**src/rtl/txq_pkg.sv**
```systemverilog
package txq_pkg;

  localparam int unsigned TXQ_DEPTH = 32;
  localparam int unsigned TXQ_WIDTH = 32;

  // stored count after one cycle of push / pop / flush
  function automatic int unsigned txq_next_level(input int unsigned lvl,
                                                 input logic push,
                                                 input logic pop,
                                                 input logic flush);
    int unsigned n;
    if (flush) begin
      n = 0;
    end else begin
      n = lvl;
      if (push) n = n + 1;
      if (pop && n != 0) n = n - 1;
    end
    return n;
  endfunction

  function automatic logic txq_is_half(input int unsigned lvl, input int unsigned depth);
    return lvl >= (depth / 2);
  endfunction

  function automatic logic txq_is_full(input int unsigned lvl, input int unsigned depth);
    return lvl >= depth;
  endfunction

  function automatic logic txq_is_idle(input int unsigned lvl, input logic outstanding);
    return (lvl == 0) && !outstanding;
  endfunction

endpackage

```
**src/rtl/txq_store.sv**
```systemverilog
module txq_store #(
  parameter int unsigned DEPTH = 32,
  parameter int unsigned WIDTH = 32
) (
  input  logic             clk,
  input  logic             rst_n,
  input  logic             flush,
  input  logic             push,
  input  logic             pop,
  input  logic [WIDTH-1:0] wdata,
  output logic [WIDTH-1:0] rdata
);
  localparam int unsigned PTR_W = (DEPTH > 1) ? $clog2(DEPTH) : 1;
  localparam logic [PTR_W-1:0] LAST_PTR = PTR_W'(DEPTH - 1);

  logic [WIDTH-1:0] mem [DEPTH];
  logic [PTR_W-1:0] wr_ptr, rd_ptr;

  function automatic logic [PTR_W-1:0] ptr_inc(input logic [PTR_W-1:0] p);
    return (p == LAST_PTR) ? '0 : p + 1'b1;
  endfunction

  always_ff @(posedge clk or negedge rst_n) begin
    if (!rst_n) begin
      wr_ptr <= '0;
      rd_ptr <= '0;
    end else if (flush) begin
      wr_ptr <= '0;
      rd_ptr <= '0;
    end else begin
      if (push) wr_ptr <= ptr_inc(wr_ptr);
      if (pop)  rd_ptr <= ptr_inc(rd_ptr);
    end
  end

  always_ff @(posedge clk) begin
    if (push) mem[wr_ptr] <= wdata;
  end

  assign rdata = mem[rd_ptr];

endmodule

```
**src/rtl/txq_level.sv**
```systemverilog
module txq_level
  import txq_pkg::*;
#(
  parameter int unsigned DEPTH = 32,
  parameter int unsigned CNT_W = 6
) (
  input  logic             clk,
  input  logic             rst_n,
  input  logic             flush,
  input  logic             wr_req,
  input  logic             pop,
  output logic             push_ok,
  output logic [CNT_W-1:0] level_q,
  output logic [CNT_W-1:0] level_nxt
);
  localparam logic [CNT_W-1:0] FULL_LVL = CNT_W'(DEPTH);

  // a write while full is dropped, a flush drops a same-cycle write
  assign push_ok   = wr_req && (level_q != FULL_LVL) && !flush;
  assign level_nxt = CNT_W'(txq_next_level(32'(level_q), push_ok, pop, flush));

  always_ff @(posedge clk or negedge rst_n) begin
    if (!rst_n) level_q <= '0;
    else        level_q <= level_nxt;
  end

endmodule

```
**src/rtl/txq_release.sv**
```systemverilog
module txq_release #(
  parameter int unsigned CNT_W = 6
) (
  input  logic             clk,
  input  logic             rst_n,
  input  logic             mreset,
  input  logic             clear_cmd,
  input  logic             auto_mode,
  input  logic             load_end,
  input  logic             start_cmd,
  input  logic [CNT_W-1:0] level_q,
  input  logic [CNT_W-1:0] level_nxt,
  input  logic             word_ready,
  input  logic             word_done,
  output logic             word_valid,
  output logic             take,
  output logic             armed_q,
  output logic             infl_q,
  output logic             infl_nxt
);
  logic arm_set;
  logic burst_over;
  logic armed_nxt;

  // the trigger depends on the release policy; the other trigger is ignored
  assign arm_set    = auto_mode ? load_end : start_cmd;
  assign word_valid = armed_q && (level_q != '0) && !infl_q && !clear_cmd && !mreset;
  assign take       = word_valid && word_ready;

  always_comb begin
    if (mreset)         infl_nxt = 1'b0;
    else if (take)      infl_nxt = 1'b1;
    else if (word_done) infl_nxt = 1'b0;
    else                infl_nxt = infl_q;
  end

  assign burst_over = (level_nxt == '0) && !infl_nxt;

  always_comb begin
    if (mreset)          armed_nxt = 1'b0;
    else if (arm_set)    armed_nxt = 1'b1;
    else if (burst_over) armed_nxt = 1'b0;
    else                 armed_nxt = armed_q;
  end

  always_ff @(posedge clk or negedge rst_n) begin
    if (!rst_n) begin
      armed_q <= 1'b0;
      infl_q  <= 1'b0;
    end else begin
      armed_q <= armed_nxt;
      infl_q  <= infl_nxt;
    end
  end

endmodule

```
**src/rtl/txq_flags.sv**
```systemverilog
module txq_flags
  import txq_pkg::*;
#(
  parameter int unsigned DEPTH = 32,
  parameter int unsigned CNT_W = 6
) (
  input  logic             clk,
  input  logic             rst_n,
  input  logic             mreset,
  input  logic             flag_sel,
  input  logic [CNT_W-1:0] level_nxt,
  input  logic             infl_nxt,
  output logic             empty_flag,
  output logic             half_flag,
  output logic             full_flag,
  output logic             irq_flag
);
  logic empty_c, half_c, full_c;

  assign empty_c = txq_is_idle(32'(level_nxt), infl_nxt);
  assign half_c  = txq_is_half(32'(level_nxt), DEPTH);
  assign full_c  = txq_is_full(32'(level_nxt), DEPTH);

  always_ff @(posedge clk or negedge rst_n) begin
    if (!rst_n) begin
      empty_flag <= 1'b0;
      half_flag  <= 1'b0;
      full_flag  <= 1'b0;
      irq_flag   <= 1'b0;
    end else if (mreset) begin
      empty_flag <= 1'b0;
      half_flag  <= 1'b0;
      full_flag  <= 1'b0;
      irq_flag   <= 1'b0;
    end else begin
      empty_flag <= empty_c;
      half_flag  <= half_c;
      full_flag  <= full_c;
      irq_flag   <= flag_sel ? full_c : empty_c;
    end
  end

endmodule

```
**src/rtl/txq_send_ctrl.sv**
```systemverilog
module txq_send_ctrl #(
  parameter int unsigned DEPTH = txq_pkg::TXQ_DEPTH,
  parameter int unsigned WIDTH = txq_pkg::TXQ_WIDTH
) (
  input  logic             clk,
  input  logic             rst_n,
  input  logic             mreset,
  input  logic             clear_cmd,
  input  logic             auto_mode,
  input  logic             flag_sel,
  input  logic             wr_en,
  input  logic [WIDTH-1:0] wr_data,
  input  logic             load_end,
  input  logic             start_cmd,
  output logic             word_valid,
  output logic [WIDTH-1:0] word_data,
  input  logic             word_ready,
  input  logic             word_done,
  output logic             ser_flush,
  output logic             empty_flag,
  output logic             half_flag,
  output logic             full_flag,
  output logic             irq_flag
);
  localparam int unsigned CNT_W = $clog2(DEPTH + 1);

  // named internal events, observed by the bound checker
  logic             flush;
  logic             push_ok;
  logic             take;
  logic             armed_q;
  logic             infl_q;
  logic             infl_nxt;
  logic [CNT_W-1:0] level_q;
  logic [CNT_W-1:0] level_nxt;

  assign flush     = clear_cmd || mreset;
  assign ser_flush = mreset;

  txq_level #(.DEPTH(DEPTH), .CNT_W(CNT_W)) level_i (
    .clk      (clk),
    .rst_n    (rst_n),
    .flush    (flush),
    .wr_req   (wr_en),
    .pop      (take),
    .push_ok  (push_ok),
    .level_q  (level_q),
    .level_nxt(level_nxt)
  );

  txq_store #(.DEPTH(DEPTH), .WIDTH(WIDTH)) store_i (
    .clk  (clk),
    .rst_n(rst_n),
    .flush(flush),
    .push (push_ok),
    .pop  (take),
    .wdata(wr_data),
    .rdata(word_data)
  );

  txq_release #(.CNT_W(CNT_W)) release_i (
    .clk       (clk),
    .rst_n     (rst_n),
    .mreset    (mreset),
    .clear_cmd (clear_cmd),
    .auto_mode (auto_mode),
    .load_end  (load_end),
    .start_cmd (start_cmd),
    .level_q   (level_q),
    .level_nxt (level_nxt),
    .word_ready(word_ready),
    .word_done (word_done),
    .word_valid(word_valid),
    .take      (take),
    .armed_q   (armed_q),
    .infl_q    (infl_q),
    .infl_nxt  (infl_nxt)
  );

  txq_flags #(.DEPTH(DEPTH), .CNT_W(CNT_W)) flags_i (
    .clk       (clk),
    .rst_n     (rst_n),
    .mreset    (mreset),
    .flag_sel  (flag_sel),
    .level_nxt (level_nxt),
    .infl_nxt  (infl_nxt),
    .empty_flag(empty_flag),
    .half_flag (half_flag),
    .full_flag (full_flag),
    .irq_flag  (irq_flag)
  );

endmodule

```
**config.mk**
```make
export PLATFORM = sky130hd
export DESIGN_NAME = txq_send_ctrl
export DESIGN_NICKNAME = d
export VERILOG_FILES = /design/src/rtl/txq_pkg.sv /design/src/rtl/txq_store.sv /design/src/rtl/txq_level.sv /design/src/rtl/txq_release.sv /design/src/rtl/txq_flags.sv /design/src/rtl/txq_send_ctrl.sv
export SDC_FILE = /design/constraint.sdc
export NUM_CORES = 1
export LEC_CHECK = 0
export BUFFER_PORTS_ARGS = -buffer_cell sky130_fd_sc_hd__buf_2
export CORE_MARGIN = 2
export CORE_UTILIZATION = 56
export DETAILED_ROUTE_END_ITERATION = 16
export GPL_ROUTABILITY_DRIVEN = 1
export PLACE_DENSITY = 0.84
export SYNTH_ARGS = -nofsm -noshare
export SYNTH_HDL_FRONTEND = slang
export SYNTH_SLANG_ARGS = --single-unit
```
**constraint.sdc**
```tcl
create_clock -name clk -period 3.4 [get_ports clk]
set_clock_uncertainty 0.15 [all_clocks]
set_input_delay 0.68 -clock clk [delete_from_list [all_inputs] [get_ports clk]]
set_output_delay 0.68 -clock clk [all_outputs]
set_load 0.005 [all_outputs]
```
==> results.yml <==
route:
  vias_per_cell: 6.995
  routed_wl_um: 112500
  ant_nets: 0
  first_pass_iters: 6
  drc: 0
  routed-via-count: 20550
  drtIter0Drc: 3182
  avgRoutedWirePerCell_um: 38.30
clock_network:
  h-tree-depth: 3
  insertion_delay_ps: 660
  cts_buffer_depth: 3
  path_clk_slew_ps: 60
  cts.sinks: 1046
  cts-buffers-inserted: 101
  cts-root-buf: "clkbuf_16"
  cts_tree: "yes"
sta:
  holdWs_ps: 108.5
  final-hold-violation-count: 0
  slew-limit-headroom_pct: 55.55
  setup_ws_ps: -616.8
  fin_crit_ps: 4017
  fin_crit_sh_pct: 118.1
  setup_viol: 32
  finalMaxSlewViolations: 0
  tns_ps: -17310
  rsz0062_at_grt: "yes"
  max_freq_ghz: 0.2490
  tightest_slew_ps: 665.2
global_route:
  antenna_found_initial: 6
  grt_pass1_vias: 21041
  overflow: 0
  track_usage_pct: 30.57
  grt_pass1_wl_um: 156500
  grt_max_degree: 44
power:
  leakagePower_nw: 14.79
  irDropWorstVdd_mv: 0.5554
  p_per_area_mw_per_mm2: 554.5
  total_power_mw: 26.49
critical_path:
  path_max_fanout: 9
  worst_ep_arrival_time_ps: 3190
  start_kind: "flop"
  cp_cell_sequence: "buf_16 -> buf_12 -> buf_12 -> mux4_2 -> mux4_2 -> mux2_4 -> buf_6"
  max_stage_delay_ps: 550
  setup.worst_path.class: "flop to output pin"
  end_kind: "output pin"
  startpoint: "store_i.rd_ptr[0]"
  cp.required_ps: 2570
  rr_startpoint: "level_i.level_q[1]"
  slowest_stage: "mux4_2"
synth:
  synth.avg_cell_area_um2: 24.42
  synth_ff_type: "edfxtp_1"
  synth_area_leaders: "edfxtp_1 (76%), mux4_2 (18%), dfrtp_1 (1.4%)"
  synth_area_mm2: 0.04024
  yosysSeqAreaShare_pct: 77.78
  synth_top_area_share_pct: 76.41
  synth_warnings: 0
  synth_cell_types: 48
  synthCells: 1648
  synth-async-reset-ratio_pct: 2.103
  synth_edf_count: 1024
  synth_top_area_cell: "edfxtp_1"
  syn-num-nets: 1701
  ys_ff_latch: 1046
floorplan:
  dieArea_mm2: 0.07402
  core.rowCount: 98
  start_util_pct: 56.39
  core_area_mm2: 0.07136
  die_x_um: 272.1
  die_y_um: 272.1
  ios: 81
min_path:
  hp-start: "flag_sel"
  hold_path.class: "input pin to flop"
placement:
  post-place-ws_ps: -25.81
  gp_congestion: 0.7695
  placed_cells: 2712
  io_buffers: 80
  hpwl_um: 52290
final_layout:
  area_growth_pct: 18.71
  nFillCells: 4131
  layoutNonFillerInstCount: 2938
  drive_gt1_share_pct: 39.72
  fin_nets: 1950
run_status:
  violations: "negative setup slack"
  outcome: "complete, but fails checks"
flow_run:
  timing.max_cap.violations: 0
-- cell usage in the layout (no fill, tap or decap), drive strengths merged, types with 2 or more instances in the layout --
| cell type | Yosys | routed |
|---|---|---|
| clkbuf | 61 | 123 |
| or3b | 2 | 2 |
| xnor2 | 7 | 7 |
| a41o | 2 | 2 |
| buf | 25 | 224 |
| dfrtp | 22 | 22 |
| inv | 6 | 10 |
| bufinv | 0 | 19 |
| ha | 10 | 10 |
| or4 | 2 | 2 |
| nand3 | 3 | 3 |
| nor3b | 3 | 3 |
| a211oi | 3 | 3 |
| nand2 | 12 | 12 |
| diode | 0 | 4 |
| xor2 | 2 | 2 |
| clkinvlp | 0 | 6 |
| o21ai | 4 | 4 |
| mux2i | 7 | 7 |
| nor3 | 4 | 4 |
| nor2 | 50 | 50 |
| and3 | 2 | 2 |
| a21oi | 15 | 15 |
| a31oi | 3 | 3 |
| or2 | 2 | 2 |
| mux2 | 33 | 33 |
| mux4 | 320 | 320 |
| edfxtp | 1024 | 1024 |
| nor4b | 2 | 2 |
| clkinv | 0 | 44 |
| nand3b | 3 | 3 |
| or4b | 2 | 2 |
| nand2b | 3 | 3 |
-- cells by family (layout without fill, tap and decap cells) --
| group | after synthesis | after routing | share of synthesized area (%) |
|---|---|---|---|
| buffers and inverters | 92 | 428 | 0.8768 |
| xor gates and xnor gates | 9 | 9 | 0.1959 |
| AOI/OAI and AO/OA | 34 | 34 | 0.6126 |
| and+or+nand+nor | 97 | 97 | 1.216 |
| DFF | 1046 | 1046 | 77.78 |
| muxes | 360 | 360 | 19.01 |
| adders and majority gates | 10 | 10 | 0.3109 |
| other | 0 | 4 | 0 |
-- Yosys cell counts (all sizes together) (4+ instances only) --
master,count
mux2i,7
nor2,50
xnor2,7
edfxtp,1024
dfrtp,22
mux2,33
ha,10
nand2,12
a21oi,15
o21ai,4
nor3,4
mux4,320
buf,25
clkbuf,61
inv,6
-- stage by stage --
step	area [um2]	util (%)
finish	47770	66.94
CTS	47520	66.59
detailed placement	43260	60.62
global placement	43260	60.62
floorplan	40260	-
global route	47770	66.93
-- worst paths after layout --
| kind | slack, ps | endpoint | cells past startpoint |
|---|---|---|---|
| worst max register to register | 230 | flags_i.empty_flag | 12 |
| worst min-delay path | 110 | flags_i.irq_flag | 2 |
| max in group asynchronous | 2250 | store_i.rd_ptr[2] | 2 |
| min in group asynchronous | 440 | flags_i.full_flag | 2 |
| worst min register to register | 450 | release_i.armed_q | 2 |
| worst max-delay path | -620 | word_data[22] | 7 |
-- power breakdown --
part	internal, mW	switching [mW]	total (mW)
registers	14.2	0.00942	14.2
clock network	7.04	4.93	12.0
logic	0.0968	0.251	0.347
total	21.3	5.19	26.5
-- worst max-delay path, delay by kind of cell, from the launching register on --
kind,cells,cell delay [ps]
buffers and inverters,4,600
flip-flops,1,520
multiplexers,3,1380
-- per-layer routing --
layer	share of wire (%)	track usage [%]	routed length, um	vias to the layer above
met4	5.7	15.36	6367	4
met3	9.5	6.224	10740	382
met5	0.018	0	20	-
li1	-	-	-	7636
met2	52	52.54	59020	1714
met1	32	37.21	36370	10814
-- registers in the layout, summed over array words and instances (netlist names), 5 cells and up --
name	count
store_i.wr_ptr	5
level_i.level_q	6
store_i.mem	1024
store_i.rd_ptr	5
-- area by class of cell --
| type | instances | area (um2) | share of cell area [%] |
|---|---|---|---|
| repair buffers | 232 | 2788 | 5.835 |
| inverters | 6 | 22.52 | 0.04714 |
| diodes | 4 | 10.01 | 0.02095 |
| clock inverters | 73 | 867.1 | 1.815 |
| well taps | 950 | 1189 | 2.488 |
| flip-flops and latches | 1046 | 31320 | 65.55 |
| multi-input cells | 510 | 8929 | 18.69 |
| clock buffers | 117 | 2651 | 5.550 |
-- repair_timing --
action,CTS,global route
hold endpoints to repair,22,0
hold buffers,1,0
cloned,9,7
resized for setup,74,19
buffers inserted,15,2
setup endpoints to repair,33,35
(Power assumes the default switching activity.)
